File: src/rtl/rtc_cal_pkg.sv
// Package: field widths and BCD/calendar helper functions shared by the
// calendar core. Assumes all stored values are legal BCD.
package rtc_cal_pkg;
    localparam int SEC_W  = 7;
    localparam int MIN_W  = 7;
    localparam int HOUR_W = 6;
    localparam int WDAY_W = 3;
    localparam int DAY_W  = 6;
    localparam int MON_W  = 5;
    localparam int YEAR_W = 8;

    // Next value of a two-digit BCD number (no wrap handling).
    function automatic logic [7:0] bcd2_inc(input logic [7:0] v);
        if (v[3:0] >= 4'd9) return {v[7:4] + 4'd1, 4'h0};
        return v + 8'd1;
    endfunction

    // Leap decision taken directly from tens parity and units value.
    function automatic logic leap_year(input logic [7:0] y);
        if (y[4]) return (y[3:0] == 4'd2) || (y[3:0] == 4'd6);
        return (y[3:0] == 4'd0) || (y[3:0] == 4'd4) || (y[3:0] == 4'd8);
    endfunction

    // Last BCD day of a BCD month.
    function automatic logic [7:0] month_end(input logic [4:0] m, input logic leap);
        case (m)
            5'h02:                      return leap ? 8'h29 : 8'h28;
            5'h04, 5'h06, 5'h09, 5'h11: return 8'h30;
            default:                    return 8'h31;
        endcase
    endfunction
endpackage

File: src/rtl/rtc_divider.sv
// Divider: counts oscillator clocks and yields the once-per-second tick,
// the half-second supply sample strobe and the 1 Hz square wave.
// Assumes DIV_BITS >= 2. Hold clears the count and masks both strobes.
module rtc_divider #(
    parameter int DIV_BITS = 15
) (
    input  logic clk,
    input  logic rst_n,
    input  logic hold,
    output logic tick,
    output logic check,
    output logic pulse_1hz
);
    localparam int LOW_BITS = DIV_BITS - 1;

    logic [DIV_BITS-1:0] div_q;

    // Divider count: cleared on reset or hold, otherwise free running.
    always_ff @(posedge clk) begin
        if (!rst_n || hold) div_q <= '0;
        else                div_q <= div_q + 1'b1;
    end

    assign tick      = !hold && (&div_q);
    assign check     = !hold && (&div_q[LOW_BITS-1:0]);
    assign pulse_1hz = ~div_q[DIV_BITS-1];

    assert_hold_masks_R9: assert property (@(posedge clk) disable iff (!rst_n)
        hold |=> !tick);
    assert_wave_aligned_R8: assert property (@(posedge clk) disable iff (!rst_n)
        tick |=> pulse_1hz);
endmodule

File: src/rtl/rtc_bcd_wrap.sv
// Generic wrapping BCD counter from FIRST to LAST. Used for seconds,
// minutes, hours and weekday. Load has priority over increment.
// Assumes loaded values are legal BCD no larger than LAST.
module rtc_bcd_wrap
    import rtc_cal_pkg::*;
#(
    parameter int         W     = 7,
    parameter logic [7:0] FIRST = 8'h00,
    parameter logic [7:0] LAST  = 8'h59
) (
    input  logic         clk,
    input  logic         rst_n,
    input  logic         inc,
    input  logic         load,
    input  logic [W-1:0] ld_val,
    output logic [W-1:0] value,
    output logic         carry
);
    logic [7:0] cur;
    assign cur   = 8'(value);
    assign carry = inc && (cur >= LAST);

    // Counter register: reset, load, or step with wrap.
    always_ff @(posedge clk) begin
        if (!rst_n)    value <= W'(FIRST);
        else if (load) value <= ld_val;
        else if (inc)  value <= (cur >= LAST) ? W'(FIRST) : W'(bcd2_inc(cur));
    end

    assert_wrap_R2: assert property (@(posedge clk) disable iff (!rst_n)
        (carry && !load) |=> (value == W'(FIRST)));
    assert_idle_stable_R9: assert property (@(posedge clk) disable iff (!rst_n)
        (!inc && !load) |=> $stable(value));
endmodule

File: src/rtl/rtc_date.sv
// Date counter: day of month, month and two-digit year in BCD, with
// month lengths and the leap-year decision. Advances when inc is high.
// Assumes loaded values are legal BCD.
module rtc_date
    import rtc_cal_pkg::*;
(
    input  logic              clk,
    input  logic              rst_n,
    input  logic              inc,
    input  logic              load,
    input  logic [DAY_W-1:0]  ld_day,
    input  logic [MON_W-1:0]  ld_mon,
    input  logic [YEAR_W-1:0] ld_year,
    output logic [DAY_W-1:0]  day,
    output logic [MON_W-1:0]  mon,
    output logic [YEAR_W-1:0] year
);
    logic       leap;
    logic [7:0] last_day;
    logic       day_wrap, mon_wrap;

    assign leap     = leap_year(year);
    assign last_day = month_end(mon, leap);
    assign day_wrap = 8'(day) >= last_day;
    assign mon_wrap = mon >= 5'h12;

    // Date registers: reset, load, or advance with month/year carries.
    always_ff @(posedge clk) begin
        if (!rst_n) begin
            day  <= DAY_W'(8'h01);
            mon  <= MON_W'(8'h01);
            year <= '0;
        end else if (load) begin
            day  <= ld_day;
            mon  <= ld_mon;
            year <= ld_year;
        end else if (inc) begin
            if (day_wrap) begin
                day <= DAY_W'(8'h01);
                if (mon_wrap) begin
                    mon  <= MON_W'(8'h01);
                    year <= (year == 8'h99) ? 8'h00 : bcd2_inc(year);
                end else begin
                    mon <= MON_W'(bcd2_inc(8'(mon)));
                end
            end else begin
                day <= DAY_W'(bcd2_inc(8'(day)));
            end
        end
    end

    assert_leap_feb_R6: assert property (@(posedge clk) disable iff (!rst_n)
        (inc && !load && mon == 5'h02 && day == 6'h28 && leap) |=> (day == 6'h29));
    assert_feb_end_R6: assert property (@(posedge clk) disable iff (!rst_n)
        (inc && !load && mon == 5'h02 && day == 6'h28 && !leap) |=> (mon == 5'h03 && day == 6'h01));
    assert_year_wrap_R5: assert property (@(posedge clk) disable iff (!rst_n)
        (inc && !load && mon == 5'h12 && day == 6'h31 && year == 8'h99) |=> (year == 8'h00));
endmodule

File: src/rtl/rtc_calendar_core.sv
// Calendar core top: divider, BCD time chain, date counter, frequency
// select bit, sticky low-supply flag and the frequency output mux.
// Assumes the host engine loads legal BCD values.
module rtc_calendar_core
    import rtc_cal_pkg::*;
#(
    parameter int DIV_BITS = 15
) (
    input  logic              clk,
    input  logic              rst_n,
    input  logic              hold_div,
    input  logic              low_supply,
    input  logic              load_en,
    input  logic [SEC_W-1:0]  ld_sec,
    input  logic [MIN_W-1:0]  ld_min,
    input  logic [HOUR_W-1:0] ld_hour,
    input  logic [WDAY_W:0]   ld_wday,
    input  logic [DAY_W-1:0]  ld_day,
    input  logic [MON_W-1:0]  ld_mon,
    input  logic [YEAR_W-1:0] ld_year,
    input  logic              ld_lowv,
    output logic [SEC_W-1:0]  sec_o,
    output logic [MIN_W-1:0]  min_o,
    output logic [HOUR_W-1:0] hour_o,
    output logic [WDAY_W:0]   wday_o,
    output logic [DAY_W-1:0]  day_o,
    output logic [MON_W-1:0]  mon_o,
    output logic [YEAR_W-1:0] year_o,
    output logic              lowv_o,
    output logic              fout
);
    logic tick, check, pulse_1hz;
    logic sec_cy, min_cy, hour_cy, wday_cy;
    logic [WDAY_W-1:0] wday;
    logic fsel, lowv;

    rtc_divider #(.DIV_BITS(DIV_BITS)) u_div (
        .clk(clk), .rst_n(rst_n), .hold(hold_div),
        .tick(tick), .check(check), .pulse_1hz(pulse_1hz)
    );

    rtc_bcd_wrap #(.W(SEC_W), .FIRST(8'h00), .LAST(8'h59)) u_sec (
        .clk(clk), .rst_n(rst_n), .inc(tick), .load(load_en),
        .ld_val(ld_sec), .value(sec_o), .carry(sec_cy)
    );
    rtc_bcd_wrap #(.W(MIN_W), .FIRST(8'h00), .LAST(8'h59)) u_min (
        .clk(clk), .rst_n(rst_n), .inc(sec_cy), .load(load_en),
        .ld_val(ld_min), .value(min_o), .carry(min_cy)
    );
    rtc_bcd_wrap #(.W(HOUR_W), .FIRST(8'h00), .LAST(8'h23)) u_hour (
        .clk(clk), .rst_n(rst_n), .inc(min_cy), .load(load_en),
        .ld_val(ld_hour), .value(hour_o), .carry(hour_cy)
    );
    rtc_bcd_wrap #(.W(WDAY_W), .FIRST(8'h00), .LAST(8'h06)) u_wday (
        .clk(clk), .rst_n(rst_n), .inc(hour_cy), .load(load_en),
        .ld_val(ld_wday[WDAY_W-1:0]), .value(wday), .carry(wday_cy)
    );

    rtc_date u_date (
        .clk(clk), .rst_n(rst_n), .inc(hour_cy), .load(load_en),
        .ld_day(ld_day), .ld_mon(ld_mon), .ld_year(ld_year),
        .day(day_o), .mon(mon_o), .year(year_o)
    );

    // Frequency-select bit: held in the top bit of the weekday field.
    always_ff @(posedge clk) begin
        if (!rst_n)       fsel <= 1'b0;
        else if (load_en) fsel <= ld_wday[WDAY_W];
    end

    // Low-supply flag: loadable, set by a high sample at a check point.
    always_ff @(posedge clk) begin
        if (!rst_n)                  lowv <= 1'b0;
        else if (check && low_supply) lowv <= 1'b1;
        else if (load_en)            lowv <= ld_lowv;
    end

    assign wday_o = {fsel, wday};
    assign lowv_o = lowv;
    assign fout   = fsel ? clk : pulse_1hz;

    assert_week_wrap_R4: assert property (@(posedge clk) disable iff (!rst_n)
        (wday_cy && !load_en) |=> (wday_o[WDAY_W-1:0] == '0));
    assert_load_R7: assert property (@(posedge clk) disable iff (!rst_n)
        load_en |=> (sec_o == $past(ld_sec) && year_o == $past(ld_year)));
    assert_flag_sticky_R10: assert property (@(posedge clk) disable iff (!rst_n)
        (lowv && !load_en) |=> lowv);
    assert_midnight_R3: assert property (@(posedge clk) disable iff (!rst_n)
        (hour_cy && !load_en) |=> (hour_o == '0));
endmodule

File: config.mk
export PLATFORM = sky130hd
export DESIGN_NAME = rtc_calendar_core
export DESIGN_NICKNAME = d
export VERILOG_FILES = /design/src/rtl/rtc_cal_pkg.sv /design/src/rtl/rtc_divider.sv /design/src/rtl/rtc_bcd_wrap.sv /design/src/rtl/rtc_date.sv /design/src/rtl/rtc_calendar_core.sv
export SDC_FILE = /design/constraint.sdc
export NUM_CORES = 1
export LEC_CHECK = 0
export ABC_AREA = 0
export BUFFER_PORTS_ARGS = -buffer_cell sky130_fd_sc_hd__buf_4
export CAP_MARGIN = 20
export CELL_PAD_IN_SITES_DETAIL_PLACEMENT = 2
export CELL_PAD_IN_SITES_GLOBAL_PLACEMENT = 2
export CORE_ASPECT_RATIO = 2
export CORE_UTILIZATION = 34
export CTS_CLUSTER_SIZE = 28
export DETAILED_ROUTE_END_ITERATION = 6
export GPL_ROUTABILITY_DRIVEN = 0
export MAX_ROUTING_LAYER = met4
export PLACE_DENSITY = 0.91
export RECOVER_POWER = 25
export SYNTH_ARGS = -nofsm -noshare
export SYNTH_HDL_FRONTEND = slang
export SYNTH_SLANG_ARGS = --single-unit
File: constraint.sdc
create_clock -name clk -period 6.4 [get_ports clk]
set_clock_uncertainty 0.2 [all_clocks]
set_input_delay 1.6 -clock clk [delete_from_list [all_inputs] [get_ports clk]]
set_output_delay 1.6 -clock clk [all_outputs]
set_load 0.02 [all_outputs]
==> metrics <==
Ports 94; first-pass GRT wire length 24270 um; cts repair resizes 0; Yosys reg bits 59; post-layout util 0.4457; HP Class flip-flop to flip-flop; Netlist cell types 69; vias in the first global route 4599; Routed WL 15370 um; required time of the critical path 4.60 ns; Pwr Density 222.3 nW/um^2; Port-buffer cells 93; Die Wd 77.73 um; top-area cell type share of the netlist area 0.3029; die height 153.5 um; Hold Vio Cnt, Final 0; ANT nets after route 0; CP Launch Type clock port; TritonRoute pass-1 iters 4; Worst-Margin Slew 1.805 ns; GRT Resource Usage Total 0.2728; syn_area_per_cell 8.405 um^2; number of cell rows 55; Net count, final 633; grt ovf 0; share of cells above drive strength 1 0.2202; DR DRC count 0; Critical Path AT 3.75 ns; Critical Path Sink Type output port; WHS 0.2710 ns; sequential area share after synthesis 0.3029; initial antenna violation count 0; Slew Limit Headroom -0.2035; area leader, netlist dfxtp_1; run status complete, but fails checks; Die Area 11930 um^2; syn nets 547; Final Max Slew Viols 33; commonest cells in the netlist 59 x dfxtp_1, 45 x nand2_1, 35 x nor2_1, 34 x ha_1, 30 x inv_1; top-count cell post-synth dfxtp_1; Mapped Area 3900 um^2; Routed WL per cell 22.08 um; Ys Warns 0; violated checks capacitance limit, slew limit; EDFF count, synth 0; diodes inserted 0; Synth area leaders dfxtp_1 30%, ha_1 11%, nand2_1 4.3%, a21oi_1 3.6%, nor2_1 3.4%; CTS tree done; commonest register cell after synthesis dfxtp_1; DR vias 4110; Hold Buf Count CTS 0; max_cap viols 1; vias per cell 5.905; Reg clk slew, reported paths 0.05 ns; CP max FO 2; area delta synth->final 28.20%; Setup CP Type clock port to output port; setup_tns 0 ns; core area 11220 um^2; Post-CTS Setup Repair Bufs 0; worst-skew pair later-pin latency 0.45 ns; largest net degree at the start of global routing 69; Leak 2.013 nW; Initial Utilization 0.3477; Max VDD drop 216.6 uV; Synth Instances 464; ys async rst share 0; setup violators final 0; hpwl dp 10900 um; unrepaired setup endpoints after global routing false; 1st-iter DRT viols 199
layout by cell type, fill, tap and decap left out, drive strengths merged, types with 4 or more instances in the layout:
| cell type | n |
|---|---|
| mux2i | 8 |
| o21ai | 19 |
| o31ai | 8 |
| a32oi | 6 |
| clkbuf | 25 |
| nor2 | 35 |
| clkinv | 4 |
| a22oi | 4 |
| nand2 | 45 |
| nor3 | 18 |
| a31oi | 7 |
| dfxtp | 59 |
| o32ai | 4 |
| a21boi | 4 |
| ha | 34 |
| nand2b | 5 |
| xor2 | 9 |
| a221oi | 7 |
| inv | 30 |
| xnor2 | 8 |
| or3b | 4 |
| o31a | 4 |
| a21oi | 28 |
| buf | 83 |
| o211ai | 6 |
| a211oi | 17 |
| and4 | 4 |
| o311ai | 4 |
| nand3 | 15 |
| and3 | 5 |
through the flow:
stage / instances / worst slack (ns) / total power, mW / cell area, um^2
global route: 696 / 0.8175 / 1.149 / 5000
CTS: 696 / 0.8498 / 1.126 / 5041
finish: 696 / 0.8540 / 1.111 / 5000
global placement: 678 / 1.142 / 0.5549 / 4687
floorplan: 464 / 1.136 / 0.4912 / 3900
detailed placement: 678 / 1.143 / 0.5643 / 4687
metal layers:
metal | GRT usage | wire length (um)
met1 | 0.2492 | 5366
met2 | 0.5268 | 9015
met3 | 0.04119 | 394
met4 | 0.1375 | 588
met5 | - | 0
critical path, cell delays in order:
cell	delay [ns]
clkbuf_16	0.12
clkbuf_16	0.13
nand2_1	0.05
o21ai_0	0.08
buf_4	0.17
worst paths after layout:
kind,startpoint,end,slack (ns),depth (start not counted)
min,u_div.div_q[0],u_div.div_q[0],0.27,1
min reg2reg,u_div.div_q[0],u_div.div_q[0],0.27,1
max,clk,fout,0.85,5
max reg2reg,u_date.year[0],u_date.mon[3],2.51,13
state kept, by name, indices dropped and copies added (netlist names), 3 cells and up:
name	flops
u_date.mon	5
u_min.value	7
u_hour.value	6
u_date.year	8
u_sec.value	7
u_wday.value	3
u_date.day	6
u_div.div_q	15
cell type report:
cell class,count,area [um^2]
Clock inverter,4,26.28
Sequential cell,59,1181
Multi-Input combinational cell,352,2506
Timing Repair Buffer,93,656.9
Tap cell,142,177.7
Fill cell,1261,6217
Inverter,31,116.4
Clock buffer,15,335.3
kinds of logic after synthesis:
group / share of synthesized area
AOI/OAI and AO/OA: 0.2682
xor gates and xnor gates: 0.03818
adders and majority gates: 0.1091
buffers and inverters: 0.05454
DFF: 0.3029
muxes: 0.02342
and+or+nand+nor: 0.2037
power breakdown:
part	total (mW)	switching (mW)	internal (mW)	leakage, nW
Clock	0.556	0.196	0.360	0.180
Combinational	0.154	0.0916	0.0629	1.35
Sequential	0.401	0.0219	0.379	0.480
Total	1.11	0.309	0.802	2.01
(Power assumes the default switching activity.)
